**src/rtl/bcond_pkg.sv**
```systemverilog
package bcond_pkg;
  localparam int SEL_W = 6;

  typedef enum logic [2:0] {
    K_NONE, K_FLAG, K_CXZ, K_LOOP, K_TRAP
  } kind_e;

  typedef enum logic [2:0] {
    B_OVF, B_CARRY, B_ZERO, B_CARRY_OR_ZERO,
    B_SIGN, B_PARITY, B_SIGN_NE_OVF, B_LESS_EQ
  } base_e;

  typedef enum logic [1:0] {
    LZ_ANY, LZ_SET, LZ_CLEAR
  } loopz_e;

  typedef struct packed {
    kind_e  kind;
    base_e  base;
    logic   inv;
    loopz_e lz;
  } cond_t;
endpackage

```
**src/rtl/bcond_decode.sv**
```systemverilog
module bcond_decode
  import bcond_pkg::*;
(
  input  logic [SEL_W-1:0] op_sel,
  output cond_t            cond
);
  always_comb begin
    cond = '{kind: K_NONE, base: B_OVF, inv: 1'b0, lz: LZ_ANY};
    case (op_sel)
      6'd0:                cond = '{K_FLAG, B_OVF,           1'b0, LZ_ANY};
      6'd1:                cond = '{K_FLAG, B_OVF,           1'b1, LZ_ANY};
      6'd2, 6'd3, 6'd4:    cond = '{K_FLAG, B_CARRY,         1'b0, LZ_ANY};
      6'd5, 6'd6, 6'd7:    cond = '{K_FLAG, B_CARRY,         1'b1, LZ_ANY};
      6'd8, 6'd9:          cond = '{K_FLAG, B_ZERO,          1'b0, LZ_ANY};
      6'd10, 6'd11:        cond = '{K_FLAG, B_ZERO,          1'b1, LZ_ANY};
      6'd12, 6'd13:        cond = '{K_FLAG, B_CARRY_OR_ZERO, 1'b0, LZ_ANY};
      6'd14, 6'd15:        cond = '{K_FLAG, B_CARRY_OR_ZERO, 1'b1, LZ_ANY};
      6'd16:               cond = '{K_FLAG, B_SIGN,          1'b0, LZ_ANY};
      6'd17:               cond = '{K_FLAG, B_SIGN,          1'b1, LZ_ANY};
      6'd18, 6'd19:        cond = '{K_FLAG, B_PARITY,        1'b0, LZ_ANY};
      6'd20, 6'd21:        cond = '{K_FLAG, B_PARITY,        1'b1, LZ_ANY};
      6'd22, 6'd23:        cond = '{K_FLAG, B_SIGN_NE_OVF,   1'b0, LZ_ANY};
      6'd24, 6'd25:        cond = '{K_FLAG, B_SIGN_NE_OVF,   1'b1, LZ_ANY};
      6'd26, 6'd27:        cond = '{K_FLAG, B_LESS_EQ,       1'b0, LZ_ANY};
      6'd28, 6'd29:        cond = '{K_FLAG, B_LESS_EQ,       1'b1, LZ_ANY};
      6'd30:               cond = '{K_CXZ,  B_OVF,           1'b0, LZ_ANY};
      6'd31:               cond = '{K_LOOP, B_OVF,           1'b0, LZ_ANY};
      6'd32, 6'd33:        cond = '{K_LOOP, B_OVF,           1'b0, LZ_SET};
      6'd34, 6'd35:        cond = '{K_LOOP, B_OVF,           1'b0, LZ_CLEAR};
      6'd36:               cond = '{K_TRAP, B_OVF,           1'b0, LZ_ANY};
      default:             cond = '{K_NONE, B_OVF,           1'b0, LZ_ANY};
    endcase
  end

  // loop qualifier is only meaningful for loop-class operations
  always_comb begin
    p_lz_only_loop_r10: assert (cond.lz == LZ_ANY || cond.kind == K_LOOP)
      else $error("zero qualifier on non-loop code");
  end
endmodule

```
**src/rtl/bcond_flag_eval.sv**
```systemverilog
module bcond_flag_eval
  import bcond_pkg::*;
(
  input  base_e base,
  input  logic  inv,
  input  logic  cf,
  input  logic  zf,
  input  logic  sf,
  input  logic  of_f,
  input  logic  pf,
  output logic  hit
);
  logic raw;
  logic sign_ne_ovf;

  assign sign_ne_ovf = sf ^ of_f;

  always_comb begin
    case (base)
      B_OVF:           raw = of_f;
      B_CARRY:         raw = cf;
      B_ZERO:          raw = zf;
      B_CARRY_OR_ZERO: raw = cf | zf;
      B_SIGN:          raw = sf;
      B_PARITY:        raw = pf;
      B_SIGN_NE_OVF:   raw = sign_ne_ovf;
      B_LESS_EQ:       raw = zf | sign_ne_ovf;
      default:         raw = 1'b0;
    endcase
  end

  assign hit = raw ^ inv;

  // a set zero flag always satisfies a less-or-equal class test
  always_comb begin
    p_le_on_zero_r6: assert (!(base == B_LESS_EQ && !inv && zf) || hit)
      else $error("less-or-equal missed with zero set");
  end
endmodule

```
**src/rtl/bcond_count.sv**
```systemverilog
module bcond_count #(
  parameter int CNT_W = 16
) (
  input  logic [CNT_W-1:0] cnt,
  output logic [CNT_W-1:0] cnt_dec,
  output logic             cnt_is_zero,
  output logic             dec_nonzero
);
  localparam logic [CNT_W-1:0] ONE = CNT_W'(1);

  assign cnt_dec     = cnt - ONE;
  assign cnt_is_zero = (cnt == '0);
  assign dec_nonzero = (cnt != ONE);

  // a zero count wraps to all ones, which is nonzero
  always_comb begin
    p_wrap_r9: assert (!cnt_is_zero || (dec_nonzero && (&cnt_dec)))
      else $error("count wrap wrong");
  end
endmodule

```
**src/rtl/bcond_eval.sv**
```systemverilog
module bcond_eval
  import bcond_pkg::*;
#(
  parameter int CNT_W = 16
) (
  input  logic [5:0]       op_sel,
  input  logic             flag_cf,
  input  logic             flag_zf,
  input  logic             flag_sf,
  input  logic             flag_of,
  input  logic             flag_pf,
  input  logic [CNT_W-1:0] count_in,
  output logic             taken,
  output logic             trap_req,
  output logic [CNT_W-1:0] count_out,
  output logic             count_we
);
  cond_t            cond;
  logic             flag_hit;
  logic [CNT_W-1:0] cnt_dec;
  logic             cnt_is_zero;
  logic             dec_nonzero;
  logic             zf_ok;
  logic             is_loop;

  bcond_decode u_dec (
    .op_sel (op_sel),
    .cond   (cond)
  );

  bcond_flag_eval u_flag (
    .base (cond.base),
    .inv  (cond.inv),
    .cf   (flag_cf),
    .zf   (flag_zf),
    .sf   (flag_sf),
    .of_f (flag_of),
    .pf   (flag_pf),
    .hit  (flag_hit)
  );

  bcond_count #(.CNT_W(CNT_W)) u_cnt (
    .cnt         (count_in),
    .cnt_dec     (cnt_dec),
    .cnt_is_zero (cnt_is_zero),
    .dec_nonzero (dec_nonzero)
  );

  always_comb begin
    case (cond.lz)
      LZ_SET:   zf_ok = flag_zf;
      LZ_CLEAR: zf_ok = !flag_zf;
      default:  zf_ok = 1'b1;
    endcase
  end

  assign is_loop = (cond.kind == K_LOOP);

  always_comb begin
    case (cond.kind)
      K_FLAG:  taken = flag_hit;
      K_CXZ:   taken = cnt_is_zero;
      K_LOOP:  taken = dec_nonzero & zf_ok;
      default: taken = 1'b0;
    endcase
  end

  assign trap_req  = (cond.kind == K_TRAP) & flag_of;
  assign count_we  = is_loop;
  assign count_out = is_loop ? cnt_dec : count_in;

  always_comb begin
    p_trap_quiet_r11: assert (!trap_req || (!taken && !count_we && flag_of))
      else $error("trap request with side effects");
    p_loop_nonzero_r9: assert (!(taken && count_we) || (count_out != '0))
      else $error("loop taken on zero count");
    p_hold_count_r12: assert (count_we || (count_out == count_in))
      else $error("count changed without write");
    p_flag_codes_r13: assert (op_sel > 6'd30 || (!count_we && !trap_req))
      else $error("flag code touched count or trap");
  end
endmodule

```
**config.mk**
```make
export PLATFORM = sky130hd
export DESIGN_NAME = bcond_eval
export DESIGN_NICKNAME = d
export VERILOG_FILES = /design/src/rtl/bcond_pkg.sv /design/src/rtl/bcond_decode.sv /design/src/rtl/bcond_flag_eval.sv /design/src/rtl/bcond_count.sv /design/src/rtl/bcond_eval.sv
export SDC_FILE = /design/constraint.sdc
export NUM_CORES = 1
export LEC_CHECK = 0
export BUFFER_PORTS_ARGS = -buffer_cell sky130_fd_sc_hd__clkbuf_2
export CAP_MARGIN = 20
export CORE_MARGIN = 5
export CORE_UTILIZATION = 35
export DETAILED_ROUTE_END_ITERATION = 8
export PLACE_DENSITY = 0.73
export SLEW_MARGIN = 20
export SYNTH_ARGS = -nofsm -noshare
export SYNTH_HDL_FRONTEND = slang
export SYNTH_SLANG_ARGS = --single-unit
export TNS_END_PERCENT = 100
```
**constraint.sdc**
```tcl
create_clock -name vclk -period 4.9
set_clock_uncertainty 0.2 [all_clocks]
set_input_delay 0.98 -clock vclk [all_inputs]
set_output_delay 0.98 -clock vclk [all_outputs]
set_load 0.02 [all_outputs]
```
==> flow_metrics.env <==
export IMPL_status="finished, final reports clean"
export IMPL_worstHoldPathCells=3
export IMPL_dieArea_um2=3690
export IMPL_antenna_cells=0
export IMPL_seq_cells=0
export IMPL_grt_max_degree=19
export IMPL_slew_headroom_pct=65.4
export IMPL_drive_gt1_share_pct=35.0
export IMPL_max_slew_worst_pin_slew_ns=0.512
export IMPL_area_growth_pct=26.2
export IMPL_hpwl_um=2100
export IMPL_fill_cells=258
export IMPL_min_from="count_in[7]"
export IMPL_first_iter_violations=20
export IMPL_crit_fanout=10
export IMPL_initial_core_util_pct=36.4
export IMPL_worst_endpoint_arrival_ns=2.92
export IMPL_final_util_pct=45.9
export IMPL_viasPerCell=5.33
export IMPL_nNetsFinal=199
export IMPL_rows=18
export IMPL_dieWidth_um=60.7
export IMPL_endpoint_kind="output port"
export IMPL_portBuffers=46
export IMPL_postPlaceCellArea_um2=1140
export IMPL_antenna_left=0
export IMPL_cts_setup_buffers=0
export IMPL_antenna_found_initial=0
export IMPL_nClkBuffers=0
export IMPL_grt_pass1_vias=868
export IMPL_postCtsHoldBufs=0
export IMPL_power_leakage_nw=0.545
export IMPL_synth_area_um2=901
export IMPL_hold_viol_final=0
export IMPL_drc=0
export IMPL_fmax_ghz=0.244
export IMPL_mostFrequentLayoutCells="clkbuf_2, nand2_1, nor2_1"
export IMPL_synth_cell_types=41
export IMPL_gp_congestion=0.818
export IMPL_min_to="count_out[7]"
export IMPL_grtUsageTotal_pct=12.2
export IMPL_slew_viol_final=0
export IMPL_io_pins=46
export IMPL_rsz0062_at_grt="false"
export IMPL_core_area_um2=2480
export IMPL_num_vias=1012
export IMPL_synth_nets=156
export IMPL_synth_seq_area_share_pct=0
export IMPL_ir_worst_vdd_mv=0.0361
export IMPL_final_common_cell="clkbuf_2"
export IMPL_finalSetupViolCount=0
export IMPL_ctsResizeCount=0
export IMPL_syn_avg_cell_area_um2=7.57
export IMPL_crit_type="input port to output port"
export IMPL_layout_min_cycle_time_ns=4.10
export IMPL_yosysWarnings=0
export IMPL_fin_crit_sh_pct=83.6
export IMPL_cap_violations=0
export IMPL_drt_total_wl_um=2360
export IMPL_cp_required_ns=3.72
export IMPL_die_h_um=60.7
export IMPL_dr_pass1_iters=4
export IMPL_wire_per_inst_um=12.4
export IMPL_hold_class="input port to output port"
export IMPL_postLayoutCellArea_um2=1140
export IMPL_finalSetupTns_ns=0
export IMPL_startpoint_type="input port"
export IMPL_grt_pass1_wl_um=3620
export IMPL_synth_cells=119
export IMPL_seqCellArea_um2=0
export IMPL_grt_overflow=0
export IMPL_powerDensity_nw_per_um2=73.2
[layout make-up]
cell class                 count  area, um^2  share of cell area [%]
timing repair buffer          46         230                    20.2
multi-input combinational    106         840                    73.8
tap                           30        37.5                    3.30
inverter                       8        30.0                    2.64
[stage by stage]
step                      hold WS [ns]   power, W  setup slack, ns  instances
after floorplan                   1.89  0.0000487             1.16        119
after global placement            2.06  0.0000817            0.891        190
after detailed placement          2.06  0.0000838            0.798        190
after CTS                         2.06  0.0000840            0.796        190
after global routing              2.08  0.0000916            0.611        190
final                             2.06  0.0000832            0.805        190
[worst max path at each step]
| stage | startpoint | end | slack [ns] |
|---|---|---|---|
| after global placement | op_sel[2] | count_out[10] | 0.89 |
| after global routing | op_sel[2] | count_out[13] | 0.61 |
| after CTS | op_sel[2] | count_out[10] | 0.80 |
| after detailed placement | op_sel[2] | count_out[10] | 0.80 |
| after floorplan | op_sel[3] | count_out[10] | 1.16 |
| final | op_sel[2] | count_out[10] | 0.80 |
[per-layer routing]
metal | share of wire [%] | vias to the layer above | GRT usage (%) | wire length (um)
met3 | 10 | 0 | 0.638 | 241
met1 | 41 | 453 | 14.7 | 978
li1 | - | 519 | - | -
met5 | 0 | - | 0 | 0
met2 | 48 | 40 | 24.7 | 1140
met4 | 0 | 0 | 0 | 0
[cells by family after synthesis]
family / count (synthesis) / synth area share, %
adders and majority gates: 10 / 13.9
and+or+nand+nor: 57 / 44.7
xor gates and xnor gates: 14 / 13.6
buffers and inverters: 13 / 6.81
AOI/OAI and AO/OA: 25 / 21.0
[synth_stat cells (all sizes together), types with 3 or more instances]
master   n  area [um^2]
xnor2    7         61.3
a211oi   3         22.5
a21oi    3         15.0
nor4b    3         56.3
xor2     7         61.3
buf      3         23.8
nor4     5         82.6
nor2b    4         25.0
o211ai   4         30.0
nand4    3         18.8
inv      8         30.0
nand2b   5         31.3
ha      10          125
o21ai    4         20.0
nand3    4         20.0
nand2   12         45.0
nor2    11         41.3
[worst max-delay path, cell delays in order]
cell and delay (ns):
clkbuf_2 0.21, ha_1 0.26, and4b_1 0.26, o22ai_2 0.14, or3_1 0.51, nor4_4 0.20
xor2_1 0.16, clkbuf_2 0.18
[where the power goes]
group	switching (W)	total [W]	internal, W
Sequential	0	0	0
Combinational	0.0000519	0.0000832	0.0000314
Clock	0	0	0
Total	0.0000519	0.0000832	0.0000314
Power figures use the tool's default switching activity.
